--- src/rtl/fb_arb_pkg.sv ---
package fb_arb_pkg;
  typedef enum logic [2:0] {
    ST_IDLE = 3'd0,
    ST_WR1  = 3'd1,
    ST_WR2  = 3'd2,
    ST_RD1  = 3'd3,
    ST_RD2  = 3'd4,
    ST_TURN = 3'd5
  } arb_state_e;
endpackage

--- src/rtl/fb_arb_fsm.sv ---
module fb_arb_fsm
  import fb_arb_pkg::*;
(
  input  logic       clk_i,
  input  logic       rst_ni,
  input  logic       wr_req_i,
  input  logic       rd_req_i,
  input  logic       disp_en_i,
  output arb_state_e state_o,
  output logic       wr_accept_o,
  output logic       rd_accept_o
);
  arb_state_e state_q, state_d;

  always_comb begin
    state_d = state_q;
    unique case (state_q)
      ST_IDLE: begin
        if (wr_req_i)                    state_d = ST_WR1;
        else if (rd_req_i && disp_en_i)  state_d = ST_RD1;
      end
      ST_WR1:  state_d = ST_WR2;
      // the acknowledged request is still visible here, never re-accept it
      ST_WR2:  state_d = ST_TURN;
      ST_TURN: state_d = wr_req_i ? ST_WR1 : ST_IDLE;
      ST_RD1: begin
        if (wr_req_i)        state_d = ST_WR1;   // pre-empt, read stays pending
        else if (!disp_en_i) state_d = ST_IDLE;
        else                 state_d = ST_RD2;
      end
      ST_RD2:  state_d = ST_IDLE;
      default: state_d = ST_IDLE;
    endcase
  end

  always_ff @(posedge clk_i or negedge rst_ni) begin
    if (!rst_ni) state_q <= ST_IDLE;
    else         state_q <= state_d;
  end

  assign state_o     = state_q;
  assign wr_accept_o = (state_d == ST_WR1);
  assign rd_accept_o = (state_d == ST_RD1);
endmodule

--- src/rtl/fb_arb_wr_path.sv ---
module fb_arb_wr_path #(
  parameter int unsigned ADDR_W = 18,
  parameter int unsigned DATA_W = 16
) (
  input  logic              clk_i,
  input  logic              rst_ni,
  input  logic              accept_i,
  input  logic [ADDR_W-1:0] addr_i,
  input  logic [DATA_W-1:0] data_i,
  output logic [ADDR_W-1:0] addr_o,
  output logic [DATA_W-1:0] data_o
);
  logic [ADDR_W-1:0] addr_q;
  logic [DATA_W-1:0] data_q;

  always_ff @(posedge clk_i or negedge rst_ni) begin
    if (!rst_ni) begin
      addr_q <= '0;
      data_q <= '0;
    end else if (accept_i) begin
      addr_q <= addr_i;
      data_q <= data_i;
    end
  end

  assign addr_o = addr_q;
  assign data_o = data_q;
endmodule

--- src/rtl/fb_arb_rd_path.sv ---
module fb_arb_rd_path #(
  parameter int unsigned ADDR_W = 18,
  parameter int unsigned DATA_W = 16
) (
  input  logic              clk_i,
  input  logic              rst_ni,
  input  logic              accept_i,
  input  logic              capture_i,
  input  logic [ADDR_W-1:0] addr_i,
  input  logic [DATA_W-1:0] sram_dq_i,
  output logic [ADDR_W-1:0] req_addr_o,
  output logic              valid_o,
  output logic [ADDR_W-1:0] ret_addr_o,
  output logic [DATA_W-1:0] ret_data_o
);
  logic [ADDR_W-1:0] req_addr_q, ret_addr_q;
  logic [DATA_W-1:0] ret_data_q;
  logic              valid_q;

  always_ff @(posedge clk_i or negedge rst_ni) begin
    if (!rst_ni) begin
      req_addr_q <= '0;
      ret_addr_q <= '0;
      ret_data_q <= '0;
      valid_q    <= 1'b0;
    end else begin
      if (accept_i) req_addr_q <= addr_i;
      valid_q <= capture_i;
      if (capture_i) begin
        ret_addr_q <= req_addr_q;
        ret_data_q <= sram_dq_i;
      end
    end
  end

  assign req_addr_o = req_addr_q;
  assign valid_o    = valid_q;
  assign ret_addr_o = ret_addr_q;
  assign ret_data_o = ret_data_q;
endmodule

--- src/rtl/fb_sram_arbiter.sv ---
module fb_sram_arbiter
  import fb_arb_pkg::*;
#(
  parameter int unsigned ADDR_W = 18,
  parameter int unsigned DATA_W = 16
) (
  input  logic              clk_i,
  input  logic              rst_ni,
  input  logic              disp_en_i,
  input  logic              wr_req_i,
  input  logic [ADDR_W-1:0] wr_addr_i,
  input  logic [DATA_W-1:0] wr_data_i,
  output logic              wr_ack_o,
  input  logic              rd_req_i,
  input  logic [ADDR_W-1:0] rd_addr_i,
  output logic              rd_ack_o,
  output logic              rd_valid_o,
  output logic [ADDR_W-1:0] rd_addr_o,
  output logic [DATA_W-1:0] rd_data_o,
  output logic [ADDR_W-1:0] sram_addr_o,
  output logic [DATA_W-1:0] sram_dq_o,
  output logic              sram_dq_oe_o,
  input  logic [DATA_W-1:0] sram_dq_i,
  output logic              sram_ce_no,
  output logic              sram_we_no,
  output logic              sram_oe_no
);
  arb_state_e        state;
  logic              wr_accept, rd_accept;
  logic [ADDR_W-1:0] wr_addr_q, rd_req_addr;
  logic [DATA_W-1:0] wr_data_q;
  logic              in_wr, in_rd;

  fb_arb_fsm u_fsm (
    .clk_i       (clk_i),
    .rst_ni      (rst_ni),
    .wr_req_i    (wr_req_i),
    .rd_req_i    (rd_req_i),
    .disp_en_i   (disp_en_i),
    .state_o     (state),
    .wr_accept_o (wr_accept),
    .rd_accept_o (rd_accept)
  );

  fb_arb_wr_path #(.ADDR_W(ADDR_W), .DATA_W(DATA_W)) u_wr (
    .clk_i    (clk_i),
    .rst_ni   (rst_ni),
    .accept_i (wr_accept),
    .addr_i   (wr_addr_i),
    .data_i   (wr_data_i),
    .addr_o   (wr_addr_q),
    .data_o   (wr_data_q)
  );

  fb_arb_rd_path #(.ADDR_W(ADDR_W), .DATA_W(DATA_W)) u_rd (
    .clk_i      (clk_i),
    .rst_ni     (rst_ni),
    .accept_i   (rd_accept),
    .capture_i  (state == ST_RD2),
    .addr_i     (rd_addr_i),
    .sram_dq_i  (sram_dq_i),
    .req_addr_o (rd_req_addr),
    .valid_o    (rd_valid_o),
    .ret_addr_o (rd_addr_o),
    .ret_data_o (rd_data_o)
  );

  assign in_wr = (state == ST_WR1) || (state == ST_WR2);
  assign in_rd = (state == ST_RD1) || (state == ST_RD2);

  assign sram_addr_o  = in_wr ? wr_addr_q : rd_req_addr;
  assign sram_dq_o    = wr_data_q;
  assign sram_dq_oe_o = in_wr;
  assign sram_ce_no   = !(in_wr || in_rd);
  assign sram_we_no   = !(state == ST_WR1);
  assign sram_oe_no   = !in_rd;
  assign wr_ack_o     = (state == ST_WR2);
  assign rd_ack_o     = (state == ST_RD2);
endmodule

--- config.mk ---
export PLATFORM = sky130hd
export DESIGN_NAME = fb_sram_arbiter
export DESIGN_NICKNAME = d
export VERILOG_FILES = /design/src/rtl/fb_arb_pkg.sv /design/src/rtl/fb_arb_fsm.sv /design/src/rtl/fb_arb_wr_path.sv /design/src/rtl/fb_arb_rd_path.sv /design/src/rtl/fb_sram_arbiter.sv
export SDC_FILE = /design/constraint.sdc
export NUM_CORES = 1
export LEC_CHECK = 0
export ABC_AREA = 1
export BUFFER_PORTS_ARGS = -buffer_cell sky130_fd_sc_hd__buf_2
export CORE_AREA = 2 2 83 101
export CTS_CLUSTER_DIAMETER = 120
export CTS_CLUSTER_SIZE = 25
export DETAILED_ROUTE_END_ITERATION = 7
export DIE_AREA = 0 0 85 103
export PLACE_DENSITY = 0.83
export SYNTH_ARGS = -nofsm -noshare
export SYNTH_HDL_FRONTEND = slang
export SYNTH_HIERARCHICAL = 1
export SYNTH_SLANG_ARGS = --single-unit
--- constraint.sdc ---
create_clock -name clk_i -period 3.1 [get_ports clk_i]
set_input_delay 0.155 -clock clk_i [delete_from_list [all_inputs] [get_ports clk_i]]
set_output_delay 0.155 -clock clk_i [all_outputs]
set_load 0.01 [all_outputs]
After elaboration in Yosys (flattened, before gate mapping)
Cells that the tools add are included.

Flip-flop bits (word level): 90. Memory bits (writable): 0. Input bits: 73. Bits in read-only memories: 0. Bits in latches: 0. Output and inout port bits: 75. Memories: 0.

$lt $le $gt $ge: 0. Muxes and demuxes: 7. Reduce and logical (&&, ||, !) cells: 8. Bitwise gates (word level): 0. Add/sub/neg operators: 0. Shift operators: 0. Equality and inequality tests: 7. $mul: 0. Div/mod/pow operators: 0.

Operator list (count): 18-bit two-way mux (1); 3-bit one-hot mux with 5 select lines (1); 3-bit two-way mux (4); 3-bit by 2-bit equality test with 1-bit output (second input constant) (3); 3-bit by 1-bit equality test with 1-bit output (second input constant) (2); 3-bit equality test (second input constant) (2); 1-bit zero test (3); 3-bit zero test (1); 1-bit logical OR (3); 1-bit logical AND (1); 1-bit two-way mux (1).

Depth between registers and ports, before layout
Depth in word-level cells: 5. Gate-level depth with buffers: 12.

Cells and area by module
Netlist, hierarchy kept.

Modules (own cells, without submodules): fb_arb_rd_path (area an instance 2107.0 sq um, instances 1, seq. area each 1326.3 sq um, cells each 221); fb_arb_wr_path (area an instance 1345.0 sq um, instances 1, seq. area each 850.8 sq um, cells each 144); fb_sram_arbiter (area an instance 359.1 sq um, instances 1, seq. area each 0.0 sq um, cells each 73); fb_arb_fsm (area an instance 195.2 sq um, instances 1, seq. area each 75.1 sq um, cells each 32).

Worst setup path before layout
Ideal clock, no wire load.

Path type: register to register. From: register u_fsm.state_q[1] (netlist: u_fsm/state_o[1]). To: register u_rd.ret_data_q[11] (netlist: u_rd/ret_data_o[11]). Setup slack: 1696 ps. Data arrival time: 1289 ps. Stages on the path, launching flop included: 9. Path buffers: 2. Clock period less this slack: 1404 ps. Cells stage by stage: dfrtp_1 -> inv_2 -> nand2_1 -> nor2_1 -> buf_6 -> inv_8 -> buf_12 -> nand2_2 -> nand2_2.

Word-level cells in the longest chain between the ends: 1.

RTL lines: start: declaration (RTL line fb_arb_fsm.sv:13) `arb_state_e state_q, state_d;`; start signal: assignment (RTL line fb_arb_fsm.sv:38) `else state_q <= state_d;`; 3-bit equality test; via rd_ack_o (RTL line fb_sram_arbiter.sv:16) `output logic rd_ack_o,`; end signal: assignment (RTL line fb_arb_rd_path.sv:31) `ret_data_q <= sram_dq_i;`; end: declaration (RTL line fb_arb_rd_path.sv:17) `logic [DATA_W-1:0] ret_data_q;`.

The timed path passes the listed nets, and every way through them passes these cells. A chain may end at the register's enable or synchronous reset.

Worst setup path in the final report
From: register u_fsm.state_q[2] (netlist: u_fsm/state_o[2]). To: output port sram_addr_o[0].

Word-level cells in the longest chain between the ends: 3. Elaborated cells between the ends (all ways): 4.

RTL lines: 3-bit by 1-bit equality test with 1-bit output or 3-bit by 2-bit equality test with 1-bit output (tied branches) (RTL line fb_sram_arbiter.sv:68) `assign in_wr = (state == ST_WR1) || (state == ST_WR2);`; 1-bit logical OR * (RTL line fb_sram_arbiter.sv:68); 18-bit two-way mux * (RTL line fb_sram_arbiter.sv:71) `assign sram_addr_o = in_wr ? wr_addr_q : rd_req_addr;`; end: declaration (RTL line fb_sram_arbiter.sv:20) `output logic [ADDR_W-1:0] sram_addr_o,`.

Mark *: on every way between the ends. The rest lies on a longest branch, timed or not.

==> results.ini <==
[status]
status = completed

[grt]
grt_usage = 0.243
antenna_found_initial = 0
grt_max_degree = 67
grt_pass1_wl_um = 16600
grt_overflow_total = 0
grt_pass1_vias = 3536

[power_and_ir_drop]
p_leak_uw = 0.00313
ir_worst_vdd_v = 0.000721
pwr_density_cell_mw_per_mm2 = 1030

[sta]
max_freq_mhz = 409
hold_violations = 0
finalSetupTns_ps = 0
slew_headroom = 0.354
hold-worst-slack_ps = 19.2
maxSlewViolCount = 0
tightest_slew_ps = 968
finalSetupViolCount = 0
finClkSkew_ps = 10.1
timing.final.crit_share = 0.788
rsz0062_at_grt = no
period_needed_ps = 2440

[final_layout]
area_growth_pct = 34.2
fin_nets = 738
drive_above_1_share = 0.316
n_antenna_cell = 0
fin_cells = 765
final_cell_area_mm2 = 0.00538
fin_util = 0.682

[critical_path]
critPathLaunch = u_fsm/state_o[2]$_DFF_PN0_
rrSetupSlack_ps = 1150
critical_path_class = flip-flop to output pin
r2r_end = u_rd/ret_addr_o[9]$_DFFE_PN0P_
critical_path.endpoint = sram_addr_o[0]
required_ps = 2940
end_kind = output pin
r2r_cells = 6
start_kind = flip-flop
rr_startpoint = u_fsm/state_o[1]$_DFF_PN0_
worstPathArrival_ps = 2290
path_max_fanout = 20

[detailed_routing]
wl_per_cell_um = 13.8
viasPerCell = 4.88
drt_iter0_drc = 223
vias = 3734
dr.pass1.iters = 5
drt_wl_total_um = 10600
detail-route-antenna-nets = 0
drc = 0

[floorplan]
start_util = 0.508
rows = 36
coreArea_mm2 = 0.00788
die_y_um = 103
ioPinCount = 148
die_w_um = 85
die_area_mm2 = 0.00876

[clock_tree]
clockBufferDepth = 2
clock-sinks = 90
cts_max_level = 3
cts_root_buf = clkbuf_8
cts-resized-gates = 0
cts_buffers = 9
cts_tree = built
clk_pin_slew_worst_paths_ps = 80
cts_setup_buffers = 0
clkLatencyLatePin_ps = 350

[synthesis]
syn-cell-area_mm2 = 0.00401
synth_nets = 543
synth_cell_types = 20
synth_area_per_cell_um2 = 8.52
syn_inst = 470
ys_ff_latch = 90
ys_warn_count = 6
ys_seq_area_frac = 0.562

[placement]
post_dp_cell_area_mm2 = 0.00465
port_buffers = 147
placed_cells = 695
dp_hpwl_um = 6630
place_congestion = 0.869

[flow_run]
maxCapViolCount = 0

[worst_hold_path]
holdCritPathClass = input pin to flip-flop

-- cell families after synthesis --
| group | count (synthesis) | synth area share |
|---|---|---|
| buf+inv | 38 | 0.0859 |
| compound gates | 3 | 0.00375 |
| simple gates | 339 | 0.348 |
| flops | 90 | 0.562 |
-- flip-flops by register name, indices dropped and copies added (netlist names) --
| signal | cells |
|---|---|
| u_wr/data_o | 16 |
| u_rd/ret_data_o | 16 |
| u_fsm/state_o | 3 |
| u_wr/addr_o | 18 |
| u_rd/ret_addr_o | 18 |
| u_rd/req_addr_o | 18 |
| u_rd/valid_o | 1 |
-- worst min-delay path by stage --
stage | cells after the start | slack, ps | end | startpoint
finish | 3 | 20 | u_wr/addr_o[10]$_DFFE_PN0P_ | wr_addr_i[10]
global route | 3 | 0.4 | u_rd/req_addr_o[8]$_DFFE_PN0P_ | rd_addr_i[8]
CTS | 3 | 0.6 | u_wr/addr_o[10]$_DFFE_PN0P_ | wr_addr_i[10]
detailed placement | 1 | 310 | u_rd/ret_data_o[15]$_DFFE_PN0P_ | rst_ni
floorplan | 0 | -140 | u_fsm/state_o[0]$_DFF_PN0_ | rst_ni
global placement | 1 | 290 | u_rd/ret_data_o[0]$_DFFE_PN0P_ | rst_ni
-- repair_timing --
action / in CTS / in global routing
hold buffers: 54 / 0
setup endpoints to repair: 0 / 0
hold endpoints to repair: 117 / 0
-- placed cells by master (no fill, tap or decap) --
cell	instances
dfrtp_1	90
nor2_2	2
nor4_2	1
inv_1	8
o21ai_0	2
nand2_2	30
inv_6	3
nand3_2	3
inv_2	4
clkbuf_8	11
clkinv_2	2
dlygate4sd3_1	54
clkinv_4	1
nor2_1	4
buf_4	7
buf_2	146
nand2_1	280
inv_8	2
nand3_1	19
a21oi_1	1
-- final cells by class --
class,instances,area [um^2]
Fill cell,587,2500
Sequential cell,90,2250
Multi-Input combinational cell,342,1420
Timing Repair Buffer,207,1320
Clock buffer,11,151
Tap cell,95,119
Inverter,15,76.3
Clock inverter,5,36.3
-- Yosys cell counts --
| library cell | count | share of area |
|---|---|---|
| nand3_1 | 19 | 0.024 |
| nand3_2 | 3 | 0.0075 |
| buf_4 | 3 | 0.0056 |
| nor4_1 | 1 | 0.0016 |
| buf_2 | 1 | 0.0012 |
| nand2_2 | 30 | 0.047 |
| a21oi_1 | 1 | 0.0012 |
| o21ai_0 | 2 | 0.0025 |
| buf_6 | 13 | 0.037 |
| inv_6 | 1 | 0.0022 |
| inv_8 | 2 | 0.0056 |
| nor2_2 | 1 | 0.0016 |
| buf_12 | 1 | 0.0050 |
| nor2_1 | 5 | 0.0047 |
| buf_8 | 4 | 0.015 |
| nand2_1 | 280 | 0.26 |
| clkbuf_8 | 1 | 0.0034 |
| inv_2 | 4 | 0.0037 |
| dfrtp_1 | 90 | 0.56 |
| inv_1 | 8 | 0.0075 |
-- worst max-delay path, cell delays in order, from the launching register on --
cell and delay, ps:
dfrtp_1 450, inv_2 130, nand3_2 320, nand2_1 670
nand2_1 140, nand2_1 100, buf_2 130
-- power breakdown --
part | internal, uW | switching, uW
registers | 1750 | 411
clock network | 340 | 404
logic | 991 | 1660
total | 3080 | 2470
-- routing by layer --
| metal | track usage | wire (um) | vias up |
|---|---|---|---|
| met5 | 0 | 0 | - |
| met4 | 0.123 | 233 | 0 |
| met1 | 0.298 | 4320 | 1744 |
| met3 | 0.0464 | 654 | 21 |
| met2 | 0.414 | 5340 | 161 |
| li1 | - | - | 1808 |
-- through the flow --
step	setup WS [ps]	power, uW
after floorplan	1700	3990
after global placement	1180	4620
after detailed placement	1030	4740
after CTS	629	5550
after global routing	464	6010
final	657	5550
No activity file was read; power rests on OpenSTA's default activity.
